### src/rtl/irq_arb_pkg.sv
package irq_arb_pkg;
  localparam int LVL_W = 3;
  typedef logic [LVL_W-1:0] lvl_t;
  localparam lvl_t LVL_OFF = '1;
endpackage

### src/rtl/irq_cfg_regs.sv
module irq_cfg_regs
  import irq_arb_pkg::*;
#(
  parameter int N_SRC  = 6,
  parameter int ADDR_W = 3
) (
  input  logic                    clk,
  input  logic                    rst_n,
  input  logic                    wr_en,
  input  logic [ADDR_W-1:0]       wr_addr,
  input  lvl_t                    wr_data,
  output lvl_t [N_SRC-1:0]        lvl_o,
  output lvl_t                    mask_o
);
  localparam logic [ADDR_W-1:0] MASK_ADDR = ADDR_W'(N_SRC);

  for (genvar gi = 0; gi < N_SRC; gi++) begin : g_lvl
    logic we;
    lvl_t r_q;
    assign we = wr_en && (wr_addr == ADDR_W'(gi));
    always_ff @(posedge clk or negedge rst_n) begin
      if (!rst_n)  r_q <= LVL_OFF;
      else if (we) r_q <= wr_data;
    end
    assign lvl_o[gi] = r_q;
  end

  logic mask_we;
  lvl_t mask_q;
  assign mask_we = wr_en && (wr_addr == MASK_ADDR);
  always_ff @(posedge clk or negedge rst_n) begin
    if (!rst_n)       mask_q <= LVL_OFF;
    else if (mask_we) mask_q <= wr_data;
  end
  assign mask_o = mask_q;
endmodule

### src/rtl/irq_pend_latch.sv
module irq_pend_latch #(
  parameter int N_SRC = 6
) (
  input  logic             clk,
  input  logic             rst_n,
  input  logic [N_SRC-1:0] pulse_i,
  input  logic [N_SRC-1:0] ack_i,
  output logic [N_SRC-1:0] pend_o
);
  logic [N_SRC-1:0] pend_d, pend_q;

  always_comb begin
    pend_d = (pend_q & ~ack_i) | pulse_i;
  end

  always_ff @(posedge clk or negedge rst_n) begin
    if (!rst_n) pend_q <= '0;
    else        pend_q <= pend_d;
  end

  assign pend_o = pend_q;
endmodule

### src/rtl/irq_select.sv
module irq_select
  import irq_arb_pkg::*;
#(
  parameter int N_SRC = 6,
  parameter int ID_W  = 3
) (
  input  logic [N_SRC-1:0] pend_i,
  input  lvl_t [N_SRC-1:0] lvl_i,
  output logic             any_o,
  output logic [ID_W-1:0]  id_o,
  output lvl_t             lvl_o
);
  always_comb begin
    any_o = 1'b0;
    id_o  = '0;
    lvl_o = LVL_OFF;
    for (int i = N_SRC - 1; i >= 0; i--) begin
      if (pend_i[i] && (lvl_i[i] <= lvl_o)) begin
        any_o = 1'b1;
        id_o  = ID_W'(i);
        lvl_o = lvl_i[i];
      end
    end
  end
endmodule

### src/rtl/irq_level_arbiter.sv
module irq_level_arbiter
  import irq_arb_pkg::*;
#(
  parameter int N_SRC  = 6,
  parameter int ID_W   = (N_SRC > 1) ? $clog2(N_SRC) : 1,
  parameter int ADDR_W = $clog2(N_SRC + 1)
) (
  input  logic              clk,
  input  logic              rst_n,
  input  logic              wr_en,
  input  logic [ADDR_W-1:0] wr_addr,
  input  logic [LVL_W-1:0]  wr_data,
  input  logic              gie,
  input  logic [N_SRC-1:0]  irq_pulse,
  input  logic [N_SRC-1:0]  irq_ack,
  output logic              cpu_irq,
  output logic [ID_W-1:0]   win_id,
  output logic [LVL_W-1:0]  win_lvl
);
  lvl_t [N_SRC-1:0] lvl_w;
  lvl_t             mask_q;
  logic [N_SRC-1:0] pend_q;
  logic             any_w;
  logic [ID_W-1:0]  sel_id;
  lvl_t             sel_lvl;

  irq_cfg_regs #(.N_SRC(N_SRC), .ADDR_W(ADDR_W)) u_cfg (
    .clk(clk), .rst_n(rst_n), .wr_en(wr_en), .wr_addr(wr_addr),
    .wr_data(wr_data), .lvl_o(lvl_w), .mask_o(mask_q)
  );

  irq_pend_latch #(.N_SRC(N_SRC)) u_pend (
    .clk(clk), .rst_n(rst_n), .pulse_i(irq_pulse), .ack_i(irq_ack),
    .pend_o(pend_q)
  );

  irq_select #(.N_SRC(N_SRC), .ID_W(ID_W)) u_sel (
    .pend_i(pend_q), .lvl_i(lvl_w), .any_o(any_w), .id_o(sel_id),
    .lvl_o(sel_lvl)
  );

  logic            accept;
  logic            irq_d, irq_q;
  logic [ID_W-1:0] id_d, id_q;
  lvl_t            lv_d, lv_q;

  always_comb begin
    accept = any_w && (sel_lvl < mask_q) && gie;
    irq_d  = accept;
    id_d   = accept ? sel_id  : id_q;
    lv_d   = accept ? sel_lvl : lv_q;
  end

  always_ff @(posedge clk or negedge rst_n) begin
    if (!rst_n) begin
      irq_q <= 1'b0;
      id_q  <= '0;
      lv_q  <= LVL_OFF;
    end else begin
      irq_q <= irq_d;
      id_q  <= id_d;
      lv_q  <= lv_d;
    end
  end

  assign cpu_irq = irq_q;
  assign win_id  = id_q;
  assign win_lvl = lv_q;
endmodule

### config.mk
export PLATFORM = sky130hd
export DESIGN_NAME = irq_level_arbiter
export DESIGN_NICKNAME = d
export VERILOG_FILES = /design/src/rtl/irq_arb_pkg.sv /design/src/rtl/irq_cfg_regs.sv /design/src/rtl/irq_pend_latch.sv /design/src/rtl/irq_select.sv /design/src/rtl/irq_level_arbiter.sv
export SDC_FILE = /design/constraint.sdc
export NUM_CORES = 1
export LEC_CHECK = 0
export BUFFER_PORTS_ARGS = -buffer_cell sky130_fd_sc_hd__buf_2
export CELL_PAD_IN_SITES_DETAIL_PLACEMENT = 2
export CELL_PAD_IN_SITES_GLOBAL_PLACEMENT = 2
export CORE_ASPECT_RATIO = 0.9
export CORE_MARGIN = 2
export CORE_UTILIZATION = 30
export DETAILED_ROUTE_END_ITERATION = 10
export GPL_TIMING_DRIVEN = 0
export PLACE_DENSITY_LB_ADDON = 0.1
export SYNTH_ARGS = -nofsm -noshare
export SYNTH_HDL_FRONTEND = slang
export SYNTH_HIERARCHICAL = 1
export SYNTH_SLANG_ARGS = --single-unit
### constraint.sdc
create_clock -name clk -period 7.95 [get_ports clk]
set_input_delay 0.795 -clock clk [delete_from_list [all_inputs] [get_ports clk]]
set_output_delay 0.795 -clock clk [all_outputs]
set_load 0.005 [all_outputs]
Word-level counts from Yosys, hierarchy flattened
Cells that the tools add are included.
{ "totals": {"output_inout_bits": 7, "in_bits": 22, "ff_bits": 34} }
{ "op_classes": {"order_cmp": 7, "bitwise": 3, "muxes": 18, "reduce_logical": 16, "n_eq_ne": 6} }
{ "op_table": {"columns": ["operator", "count"], "rows": [
  ["$mux 3", 12],
  ["$le 3x3->1", 5],
  ["$logic_and 1x1->1", 15],
  ["$eq 3x3->1 const B", 3],
  ["$and 6x6->6", 1],
  ["$eq 3x2->1 const B", 2],
  ["$mux 1", 6],
  ["$not 6->6", 1],
  ["$or 6x6->6", 1],
  ["$eq 3x1->1 const B", 1],
  ["$le 3x3->1 const B", 1],
  ["$logic_not 3->1", 1],
  ["$lt 3x3->1", 1]
]} }

Logic depth before layout (Yosys ltp)
Gate-level depths: netlist of run 1.
{ "logic_depth": {"depth_word": 21, "ltp_mapped": 34} }

By module
The synthesis of run 1 kept the hierarchy.
{ "by_module_without_submodules": {"columns": ["module", "instances", "cells_per_inst", "area_each_um2", "seq_area_each_um2"], "rows": [
  ["irq_cfg_regs", 1, 49, 920.9, 551.8],
  ["irq_select", 1, 105, 798.3, 0.0],
  ["irq_level_arbiter", 1, 22, 319.1, 178.9],
  ["irq_pend_latch", 1, 18, 217.7, 150.1]
]} }

Least setup slack after synthesis of run 1
Ideal clock, no wire load.
{ "synth_path": {"path_type": "reg-to-reg", "startpoint": "reg u_pend.pend_q[5] (netlist: u_pend/pend_o[5])", "endpoint": "reg id_q[0] (netlist: win_id[0])", "synth_period_minus_slack_ns": 7.113, "setup_time_ns": 0.125, "arrival_ns": 6.988, "slack_ns": 0.837, "path_stages_with_launch": 32, "cell_sequence": "dfrtp_1 or2b_2 ha_1 and3_1 a211o_1 a32oi_1 inv_1 ha_1 nor2b_1 o221ai_2 and3_1 a21oi_1 ha_1 nor2b_1 o311ai_4 nand2_1 a221oi_2 ha_1 and3_1 o21ai_1 nand2_1 o21a_1 ha_1 nor2b_1 nor4b_2 nor2_4 nand3_2 o211ai_1 ha_1 o21ai_1 o2111ai_2 mux2_2"} }
{ "synth_between": {"elab_chain_cells": 20, "word_cells_on_any_way": 32, "cone_classes": "6 x order compare; 18 x mux; 8 x reduce/logical"} }
{ "synth_rtl": {"columns": ["element", "line_no", "source"], "rows": [
  ["start, declared", "irq_pend_latch.sv:10", "logic [N_SRC-1:0] pend_d, pend_q;"],
  ["start signal, assigned", "irq_pend_latch.sv:18", "else pend_q <= pend_d;"],
  ["$logic_and 1x1->1 (*)", "irq_select.sv:18", "if (pend_i[i] && (lvl_i[i] <= lvl_o)) begin"],
  ["$mux 3 (*)", "irq_select.sv:18", null],
  ["$le 3x3->1", "irq_select.sv:18", null],
  ["$logic_and 1x1->1", "irq_select.sv:18", null],
  ["$mux 3 (*)", "irq_select.sv:18", null],
  ["$le 3x3->1", "irq_select.sv:18", null],
  ["$logic_and 1x1->1", "irq_select.sv:18", null],
  ["$mux 3 (*)", "irq_select.sv:18", null],
  ["[4 not listed]", null, null],
  ["$logic_and 1x1->1", "irq_select.sv:18", null],
  ["$mux 3 (*)", "irq_select.sv:18", null],
  ["$le 3x3->1", "irq_select.sv:18", null],
  ["$logic_and 1x1->1", "irq_select.sv:18", null],
  ["$mux 3 (*)", "irq_select.sv:18", null],
  ["net sel_lvl[1]", "irq_level_arbiter.sv:25", "lvl_t sel_lvl;"],
  ["$lt 3x3->1 (*)", "irq_level_arbiter.sv:48", "accept = any_w && (sel_lvl < mask_q) && gie;"],
  ["$logic_and 1x1->1 (*) (2 in series)", "irq_level_arbiter.sv:48", null],
  ["end signal, assigned", "irq_level_arbiter.sv:61", "id_q <= id_d;"],
  ["end, declared", "irq_level_arbiter.sv:44", "logic [ID_W-1:0] id_d, id_q;"]
]} }
The timed path passes the listed nets; every way through them passes the cells marked *.
A chain may end at the register's enable or synchronous reset.

Final worst setup path of run 1
{ "layout_path": {"startpoint": "reg u_pend.pend_q[5] (netlist: u_pend/pend_o[5])", "endpoint": "reg id_q[1] (netlist: win_id[1])"} }
The elaborated chain is that of the path after synthesis.

==> results of run 1 <==
[state kept, by name, summed over array words and instances, names as in the netlist]
signal,flops
win_id,3
win_lvl,3
cpu_irq,1
u_cfg/g_lvl.r_q,18
u_pend/pend_o,6
u_cfg/mask_o,3
[worst min-delay path by stage]
| stage | to | from | cells past startpoint | slack, ns |
|---|---|---|---|---|
| 6_report | win_id[0] | win_id[0] | 1 | 0.51 |
| 5_1_grt | win_id[0] | win_id[0] | 1 | 0.54 |
| 4_1_cts | win_id[0] | win_id[0] | 1 | 0.51 |
| 3_5_place_dp | win_id[0] | win_id[0] | 1 | 0.50 |
| 3_3_place_gp | win_id[0] | win_id[0] | 1 | 0.48 |
| 2_1_floorplan | u_pend/pend_o[1] | u_pend/pend_o[1] | 1 | 0.46 |
[power by group through the flow]
stage	sequential [mW]	clock, mW	combinational, mW
floorplan	0.263	0	0.548
global placement	0.269	0	0.685
detailed placement	0.272	0	0.730
CTS	0.270	0.146	0.869
global route	0.278	0.154	1.10
finish	0.270	0.140	1.01
[cell type report]
class / instances / area share (%)
multi-input cells: 138 / 50.1
inverters: 22 / 2.85
repair buffers: 45 / 9.26
clock buffers: 6 / 2.85
flip-flops and latches: 34 / 30.5
well taps: 93 / 4.02
clock inverters: 2 / 0.433
[worst reg2reg max path: cells and delay by family, from the launching register on]
family	cells	cell delay, ns
compound gates	12	2.95
buf+inv	1	0.08
simple gates	11	2.01
mux	1	0.38
flops	1	0.42
fa+ha+maj	6	1.72
[layout by cell type (no fill, tap or decap), drive strengths merged]
| master | Yosys | routed |
|---|---|---|
| a211o | 1 | 1 |
| a21boi | 2 | 2 |
| a21o | 6 | 6 |
| a21oi | 4 | 4 |
| a221oi | 2 | 2 |
| a22o | 1 | 1 |
| a22oi | 1 | 1 |
| a32o | 1 | 1 |
| a32oi | 2 | 2 |
| and2 | 1 | 1 |
| and3 | 7 | 7 |
| and4bb | 3 | 3 |
| buf | 0 | 45 |
| clkbuf | 0 | 6 |
| clkinv | 0 | 1 |
| clkinvlp | 0 | 1 |
| dfrtp | 10 | 10 |
| dfstp | 24 | 24 |
| ha | 17 | 17 |
| inv | 22 | 22 |
| mux2 | 27 | 27 |
| nand2 | 10 | 10 |
| nand2b | 1 | 1 |
| nand3 | 9 | 9 |
| nand4b | 3 | 3 |
| nor2 | 7 | 7 |
| nor2b | 5 | 5 |
| nor3 | 1 | 1 |
| nor3b | 3 | 3 |
| nor4b | 2 | 2 |
| o2111ai | 1 | 1 |
| o211ai | 2 | 2 |
| o21a | 4 | 4 |
| o21ai | 7 | 7 |
| o221a | 1 | 1 |
| o221ai | 2 | 2 |
| o311ai | 1 | 1 |
| or2 | 2 | 2 |
| or2b | 1 | 1 |
| or4 | 1 | 1 |
[kinds of logic after synthesis]
logic type	after synthesis	synth area share, %
and+or+nand+nor	56	17.6
DFF	34	39.0
adders and majority gates	17	9.43
AOI/OAI and AO/OA	38	15.3
buffers and inverters	22	3.66
muxes	27	15.0
[timing repair]
action / 4_1_cts / 5_1_grt
gates resized for setup: 17 / 8
endpoints found under the setup margin: 7 / 7
buffers inserted: 8 / 9
pin swaps: 10 / 10
[per-layer routing]
layer / vias to the layer above / GRT usage [%]
met2: 21 / 28.2
li1: 818 / -
met1: 881 / 22.1
met5: - / 0
met4: 0 / 3.12
met3: 2 / 3.04
[stage by stage]
step           worst slack (ns)  hold slack, ns  instance area, µm²
2_1_floorplan             0.837           0.460                2260
3_3_place_gp             -0.155           0.484                2510
3_5_place_dp             -0.416           0.495                2510
4_1_cts                  0.0238           0.513                2780
5_1_grt                 -0.0311           0.540                2890
6_report                  0.295           0.512                2890
==> flow_summary.yaml, run 1 <==
synth:
  synth_fp_nets: 233
  synthTopCellsByArea: "dfstp_2, dfrtp_1, ha_1"
  syn_inst: 194
  ys_seq_elements: 34
  ys_async_sr_fraction_pct: 100
  yosysWarnings: 6
  syn_area_per_cell_um2: 11.6
  netlist_area_um2: 2260
  post-synth-top-area-fraction_pct: 28.0
  synth_edf_count: 0
  ys_seq_area_share_pct: 39.0
  synth_flop_cell: "dfstp_2"
  synth_common_cells: "dfstp_2, inv_1, mux2_2"
  synth.distinct_cells: 44
  yosysMostFrequentCell: "dfstp_2"
  yosysTopAreaCell: "dfstp_2"
floorplan:
  io_pins: 29
  initial_core_util_pct: 31.4
  die_height_um: 86.3
  die-area_um2: 8230
  die_x_um: 95.4
  core_um2: 7180
  rows: 29
drt:
  wl_met3_um: 183
  vias: 1722
  highest_layer: "met4"
  wl_met1_um: 3060
  wl_met2_um: 3240
  drc: 0
  wl_um: 6500
  avgViaCountPerCell: 5.06
  wl_per_cell_um: 19.1
  first_iter_violations: 21
  drtAntennaViolNets: 0
  drt_first_pass_iters: 4
clock_tree:
  cts_buffers: 5
  cts.sinks: 34
  holdBufCountCts: 0
  cts_tree: "done"
  clk_path_buf_depth: 2
  clk_latency_ns: 0.29
  root_buffer: "clkbuf_8"
  path_clk_slew_ns: 0.08
  htreeDepth: 2
critical_path:
  ff2ff_setup_slack_ns: 0.30
  worst_path_most_repeated_cell: "ha_1"
  crit_path_end_kind: "flop"
  r2r-end: "win_id[1]"
  setup.worst_path.class: "flop to flop"
  crit_slowest_cell: "dfrtp_2"
  worstReg2RegStart: "u_pend/pend_o[5]"
  crit_path_max_incr_delay_ns: 0.42
  crit_required_ns: 8.12
  worstSetupStartpointType: "flop"
  cp_max_fo: 9
  crit_end: "win_id[1]"
  crit_family: "compound AO/OA/AOI/OAI gates"
  cp-startpoint: "u_pend/pend_o[5]"
  crit_cells: 31
  rr_worst_depth: 31
  crit_arrival_ns: 7.83
  worst-path-buf-inv: 1
sta:
  slew_viol_final: 0
  hold_viol_final: 0
  worst_pin_slew_ns: 0.791
  fmax_mhz: 131
  skew_ns: 0.00569
  slew_headroom_pct: 47.3
  setup_viol: 0
  setup-tns-final_ns: 0
  fin_crit_ns: 7.65
  min_period_over_period_pct: 96.3
layout:
  syn_to_final_growth_pct: 28.2
  seq_area_um2: 882
  multi_input_area_um2: 1450
  drive_gt1_share_pct: 57.5
  final_nets: 285
  diodes: 0
  fin_util_pct: 40.3
  final.fill_count: 755
  stdcell_count: 340
power_and_ir_drop:
  switching_share_pct: 43.4
  p_int_mw: 0.805
  seq_power_share_pct: 19.0
  p_switching_mw: 0.616
  max-vdd-ir-drop_uv: 152
  clockPowerShare_pct: 9.8
  pwr-share-comb_pct: 71.1
  p_leak_nw: 1.30
  power_density_nw_per_um2: 491
  finalPower_mw: 1.42
global_route:
  grt_pass1_wl_um: 10300
  grt_pass1_vias: 1895
  grt_max_degree: 35
  antenna_found_initial: 0
  grt_overflow: 0
  grt.total_usage_pct: 16.5
run:
  maxCapViolations: 0
hold_path:
  min_path_type: "flop to flop"
placed_design:
  place_inst: 315
  portBuffers: 28
  place.gp.congestion: 0.759
  dp_hpwl_um: 4680
status:
  status: "finished clean"
(Power assumes the default switching activity.)
==> inputs of run 2 (changes only) <==
--- a/config.mk
+++ b/config.mk
@@ -13,7 +13,7 @@
 export CORE_UTILIZATION = 30
 export DETAILED_ROUTE_END_ITERATION = 10
 export GPL_TIMING_DRIVEN = 0
-export PLACE_DENSITY_LB_ADDON = 0.1
+export PLACE_DENSITY = 0.7
 export SYNTH_ARGS = -nofsm -noshare
 export SYNTH_HDL_FRONTEND = slang
 export SYNTH_HIERARCHICAL = 1
==> run 2 against run 1 <==
Sequential power hardly changed. Cell count is 4.1% higher. Sequential cell count stayed put. Critical endpoint is now win_lvl[1]. Largest power group unchanged.
==> flow_summary.yaml, run 2 (synthesis gave the netlist of run 1 again) <==
drt:
  wl_met2_um: 3830
  wl_met3_um: 192
  wl_um: 7400
  first_iter_violations: 47
  wl_per_cell_um: 20.9
  drtAntennaViolNets: 0
  vias: 1841
  drc: 0
  wl_met1_um: 3240
  drt_first_pass_iters: 4
  avgViaCountPerCell: 5.20
  highest_layer: "met4"
critical_path:
  worst_path_most_repeated_cell: "buf_4"
  crit_path_max_incr_delay_ns: 0.42
  crit_slowest_cell: "dfrtp_2"
  setup.worst_path.class: "flop to flop"
  worstReg2RegStart: "u_pend/pend_o[5]"
  cp-startpoint: "u_pend/pend_o[5]"
  crit_path_end_kind: "flop"
  worstSetupStartpointType: "flop"
  cp_max_fo: 6
  crit_arrival_ns: 8.07
  crit_required_ns: 8.18
global_route:
  grt_pass1_wl_um: 11300
  grt.total_usage_pct: 18.3
  antenna_found_initial: 0
  grt_max_degree: 35
  grt_pass1_vias: 2074
  grt_overflow: 0
power_and_ir_drop:
  seq_power_share_pct: 16.1
  p_int_mw: 0.962
  pwr-share-comb_pct: 76.2
  switching_share_pct: 43.3
  clockPowerShare_pct: 7.7
  max-vdd-ir-drop_uv: 161
  power_density_nw_per_um2: 554
  p_leak_nw: 1.39
  p_switching_mw: 0.735
  finalPower_mw: 1.70
sta:
  min_period_over_period_pct: 98.6
  setup_viol: 0
  fin_crit_ns: 7.84
  fmax_mhz: 128
  worst_pin_slew_ns: 0.807
  slew_viol_final: 0
  skew_ns: 0.00997
  hold_ws_ns: 0.532
  hold_viol_final: 0
  finalWorstSetupSlack_ns: 0.109
  slew_headroom_pct: 46.2
placed_design:
  portBuffers: 28
  dp_slack_ns: -0.526
  place.gp.congestion: 0.739
  place_area_um2: 2510
  dp_hpwl_um: 4420
clock_tree:
  cts_buffers: 5
  path_clk_slew_ns: 0.08
  root_buffer: "clkbuf_8"
  cts.sinks: 34
  holdBufCountCts: 0
  clk_path_buf_depth: 2
  cts_tree: "done"
  htreeDepth: 2
  clk_latency_ns: 0.29
floorplan:
  initial_core_util_pct: 31.4
  die-area_um2: 8230
  die_x_um: 95.4
  core_um2: 7180
  io_pins: 29
  rows: 29
  die_height_um: 86.3
layout:
  syn_to_final_growth_pct: 35.8
  drive_gt1_share_pct: 64.4
  largest_register_ffs: 18
  layout.cells.most_common: "buf_2"
  regMostFlops: "u_cfg/g_lvl.r_q"
  diodes: 0
  final_cell_mix: "buf_2, buf_4, dfstp_2, inv_1, mux2_2"
  final_nets: 299
  fin_area_um2: 3060
  fin_util_pct: 42.7
status:
  status: "finished clean"
hold_path:
  min-delay-start: "win_id[0]"
  min_path_type: "flop to flop"
run:
  maxCapViolations: 0
[run 2: cell types whose count changed in the layout (fill, tap and decap cells not counted), sizes merged]
cell,before,now
clkinvlp,1,0
clkinv,1,2
buf,45,59
[run 2: final timing paths]
| path | to | slack (ns) | depth (start not counted) |
|---|---|---|---|
| max reg2reg | win_lvl[1] | 0.11 | 38 |
| min | win_id[0] | 0.53 | 1 |
| min reg2reg | win_id[0] | 0.53 | 1 |
| min in group asynchronous | win_id[0] | 0.59 | 1 |
| max | win_lvl[1] | 0.11 | 38 |
| max in group asynchronous | u_pend/pend_o[5] | 6.81 | 1 |
[run 2: repair_timing]
item	in CTS	in global routing
setup buffers	21	10
pin swaps	13	20
cloned	0	0
endpoints found under the setup margin	7	7
gates resized for setup	20	26
[run 2: final cells by class]
type	count	area (µm²)
Tap cell	93	116
Multi-Input combinational cell	138	1520
Clock buffer	6	72.6
Timing Repair Buffer	59	378
Sequential cell	34	882
Clock inverter	2	10.0
Fill cell	774	4120
Inverter	22	82.6
[run 2: metrics by stage]
| stage | cells | TNS (ns) |
|---|---|---|
| final | 354 | 0 |
| after CTS | 344 | 0 |
| after global routing | 354 | -0.673 |
| after floorplan | 194 | 0 |
| after detailed placement | 315 | -3.22 |
| after global placement | 315 | -1.52 |
[run 2: per-layer routing]
metal  GRT usage [%]  vias to the layer above
met5               0                        -
met4            5.32                        0
met3            3.04                       11
met2            32.3                       32
met1            23.1                      955
li1                -                      843
[run 2: critical path: cells and delay by family, from the launching register on]
family,cells,cell delay [ns]
and+or+nand+nor,11,2.11
adders and majority gates,5,1.36
buffers and inverters,11,1.44
AOI/OAI and AO/OA,10,2.15
DFF,1,0.42
muxes,1,0.26
[run 2: power groups by stage]
| stage | Combinational [mW] | Sequential [mW] | Clock (mW) |
|---|---|---|---|
| after global routing | 1.38 | 0.279 | 0.144 |
| after detailed placement | 0.733 | 0.272 | 0 |
| after global placement | 0.699 | 0.269 | 0 |
| after floorplan | 0.548 | 0.263 | 0 |
| final | 1.29 | 0.273 | 0.131 |
| after CTS | 1.05 | 0.270 | 0.134 |
==> inputs of run 3 (changes only) <==
--- a/config.mk
+++ b/config.mk
@@ -13,7 +13,9 @@
 export CORE_UTILIZATION = 30
 export DETAILED_ROUTE_END_ITERATION = 10
 export GPL_TIMING_DRIVEN = 0
-export PLACE_DENSITY = 0.7
+export PLACE_DENSITY_LB_ADDON = 0.1
+export SETUP_SLACK_MARGIN = 0.4
+export SLEW_MARGIN = 30
 export SYNTH_ARGS = -nofsm -noshare
 export SYNTH_HDL_FRONTEND = slang
 export SYNTH_HIERARCHICAL = 1
==> run 3 against run 2 <==
Critical path depth is 5 lower. First-iteration DRC count is 36% lower. Clock power is 7% higher. Global-route usage is 0.57 points lower. Worst hold slack worse by 0.018 ns. Die area stayed put. Largest cell class unchanged. Clock skew is 0.0045 ns lower. Clock-buffer cell count stayed put. Wire length is 3.6% lower. Fmax is 5.9% higher.
==> flow_summary.yaml, run 3 (synthesis gave the netlist of run 1 again) <==
status:
  status: "finished clean"
clock_tree:
  path_clk_slew_ns: 0.08
  holdBufCountCts: 0
  root_buffer: "clkbuf_8"
  cts.sinks: 34
  cts_buffers: 5
  cts_tree: "done"
  clk_latency_ns: 0.29
  clk_path_buf_depth: 2
  htreeDepth: 2
sta:
  worst_pin_slew_ns: 0.793
  setup_viol: 0
  finalWorstSetupSlack_ns: 0.543
  slew_viol_final: 0
  fmax_mhz: 135
  min_period_over_period_pct: 93.2
  slew_headroom_pct: 47.1
  hold_viol_final: 0
  fin_crit_ns: 7.41
  rsz0062_at_grt: "yes"
  skew_ns: 0.00551
layout:
  regMostFlops: "u_cfg/g_lvl.r_q"
  layout.cells.most_common: "buf_2"
  largest_register_ffs: 18
  final_nets: 297
  final_cell_mix: "buf_2, dfstp_2, buf_4, inv_1, mux2_2"
  syn_to_final_growth_pct: 44.6
  diodes: 0
  drive_gt1_share_pct: 71.0
  final.fill_count: 722
power_and_ir_drop:
  p_leak_nw: 1.41
  power_density_nw_per_um2: 537
  max-vdd-ir-drop_uv: 219
  finalPower_mw: 1.75
placed_design:
  dp_slack_ns: -0.416
  portBuffers: 28
  place.gp.congestion: 0.759
  dp_hpwl_um: 4680
global_route:
  grt_pass1_vias: 2016
  grt_max_degree: 35
  antenna_found_initial: 0
  grt.total_usage_pct: 17.8
  grt_overflow: 0
  grt_pass1_wl_um: 11000
critical_path:
  crit_arrival_ns: 7.58
  crit_path_end_kind: "flop"
  cp_max_fo: 6
  worstSetupStartpointType: "flop"
  setup.worst_path.class: "flop to flop"
  crit_path_max_incr_delay_ns: 0.40
  crit_slowest_cell: "dfrtp_2"
  crit_required_ns: 8.12
floorplan:
  io_pins: 29
  die_x_um: 95.4
  die_height_um: 86.3
  initial_core_util_pct: 31.4
  core_um2: 7180
  die-area_um2: 8230
  rows: 29
drt:
  drc: 0
  drtAntennaViolNets: 0
  avgViaCountPerCell: 5.07
  drt_first_pass_iters: 4
  vias: 1785
  wl_per_cell_um: 20.3
  wl_um: 7130
  first_iter_violations: 30
hold_path:
  min_path_type: "flop to flop"
run:
  maxCapViolations: 0
run 3: cell types whose count changed in the layout (fill, tap and decap cells not counted), sizes merged:
cell,previous run,this run
buf,59,56
clkinv,2,1
clkinvlp,0,1
nand2,10,11
run 3: report_power, final:
part	internal (mW)	total (mW)	switching, mW
clock network	0.0698	0.140	0.0701
registers	0.240	0.277	0.0375
logic	0.699	1.33	0.634
run 3: repair_timing:
action | CTS | global route
gates resized for setup | 33 | 48
setup buffers | 19 | 9
cloned | 1 | 0
pin swaps | 21 | 33
setup endpoints to repair | 7 | 7
run 3: worst max-delay path, delay by kind of cell, from the launching register on:
family | cells | cell delay [ns]
mux | 1 | 0.29
compound gates | 13 | 2.97
simple gates | 10 | 1.78
fa+ha+maj | 6 | 1.53
buf+inv | 3 | 0.30
flops | 1 | 0.40
run 3: per-layer routing:
metal / GRT usage, % / vias up / wire length, µm
met1: 23.3 / 915 / 3320
met2: 30.8 / 27 / 3600
met3: 3.13 / 2 / 196
li1: - / 841 / -
met5: 0 / - / 0
met4: 3.64 / 0 / 23
run 3: area by class of cell:
type | instances | area [µm²] | area share, %
Multi-Input combinational cell | 139 | 1720 | 52.6
Clock inverter | 2 | 12.5 | 0.384
Tap cell | 93 | 116 | 3.57
Sequential cell | 34 | 882 | 27.0
Inverter | 22 | 82.6 | 2.53
Timing Repair Buffer | 56 | 369 | 11.3
Clock buffer | 6 | 82.6 | 2.53
run 3: final timing paths:
path / from / endpoint / slack, ns / cells after the start
worst max-delay path: u_pend/pend_o[5] / win_id[2] / 0.54 / 33
worst min-delay path: win_id[0] / win_id[0] / 0.51 / 1
worst max register to register: u_pend/pend_o[5] / win_id[2] / 0.54 / 33
worst min register to register: win_id[0] / win_id[0] / 0.51 / 1
max in group asynchronous: rst_n / u_pend/pend_o[5] / 6.82 / 1
min in group asynchronous: rst_n / u_pend/pend_o[5] / 0.59 / 1
run 3: per-stage QoR:
step	std cells	instance area, µm²	util (%)	hold slack [ns]	TNS [ns]
after global placement	315	2510	35.0	0.484	-0.772
final	352	3260	45.4	0.513	0
after global routing	352	3260	45.4	0.545	0
after detailed placement	315	2510	35.0	0.495	-2.50
after floorplan	194	2260	-	0.460	0
after CTS	343	2940	40.9	0.517	0
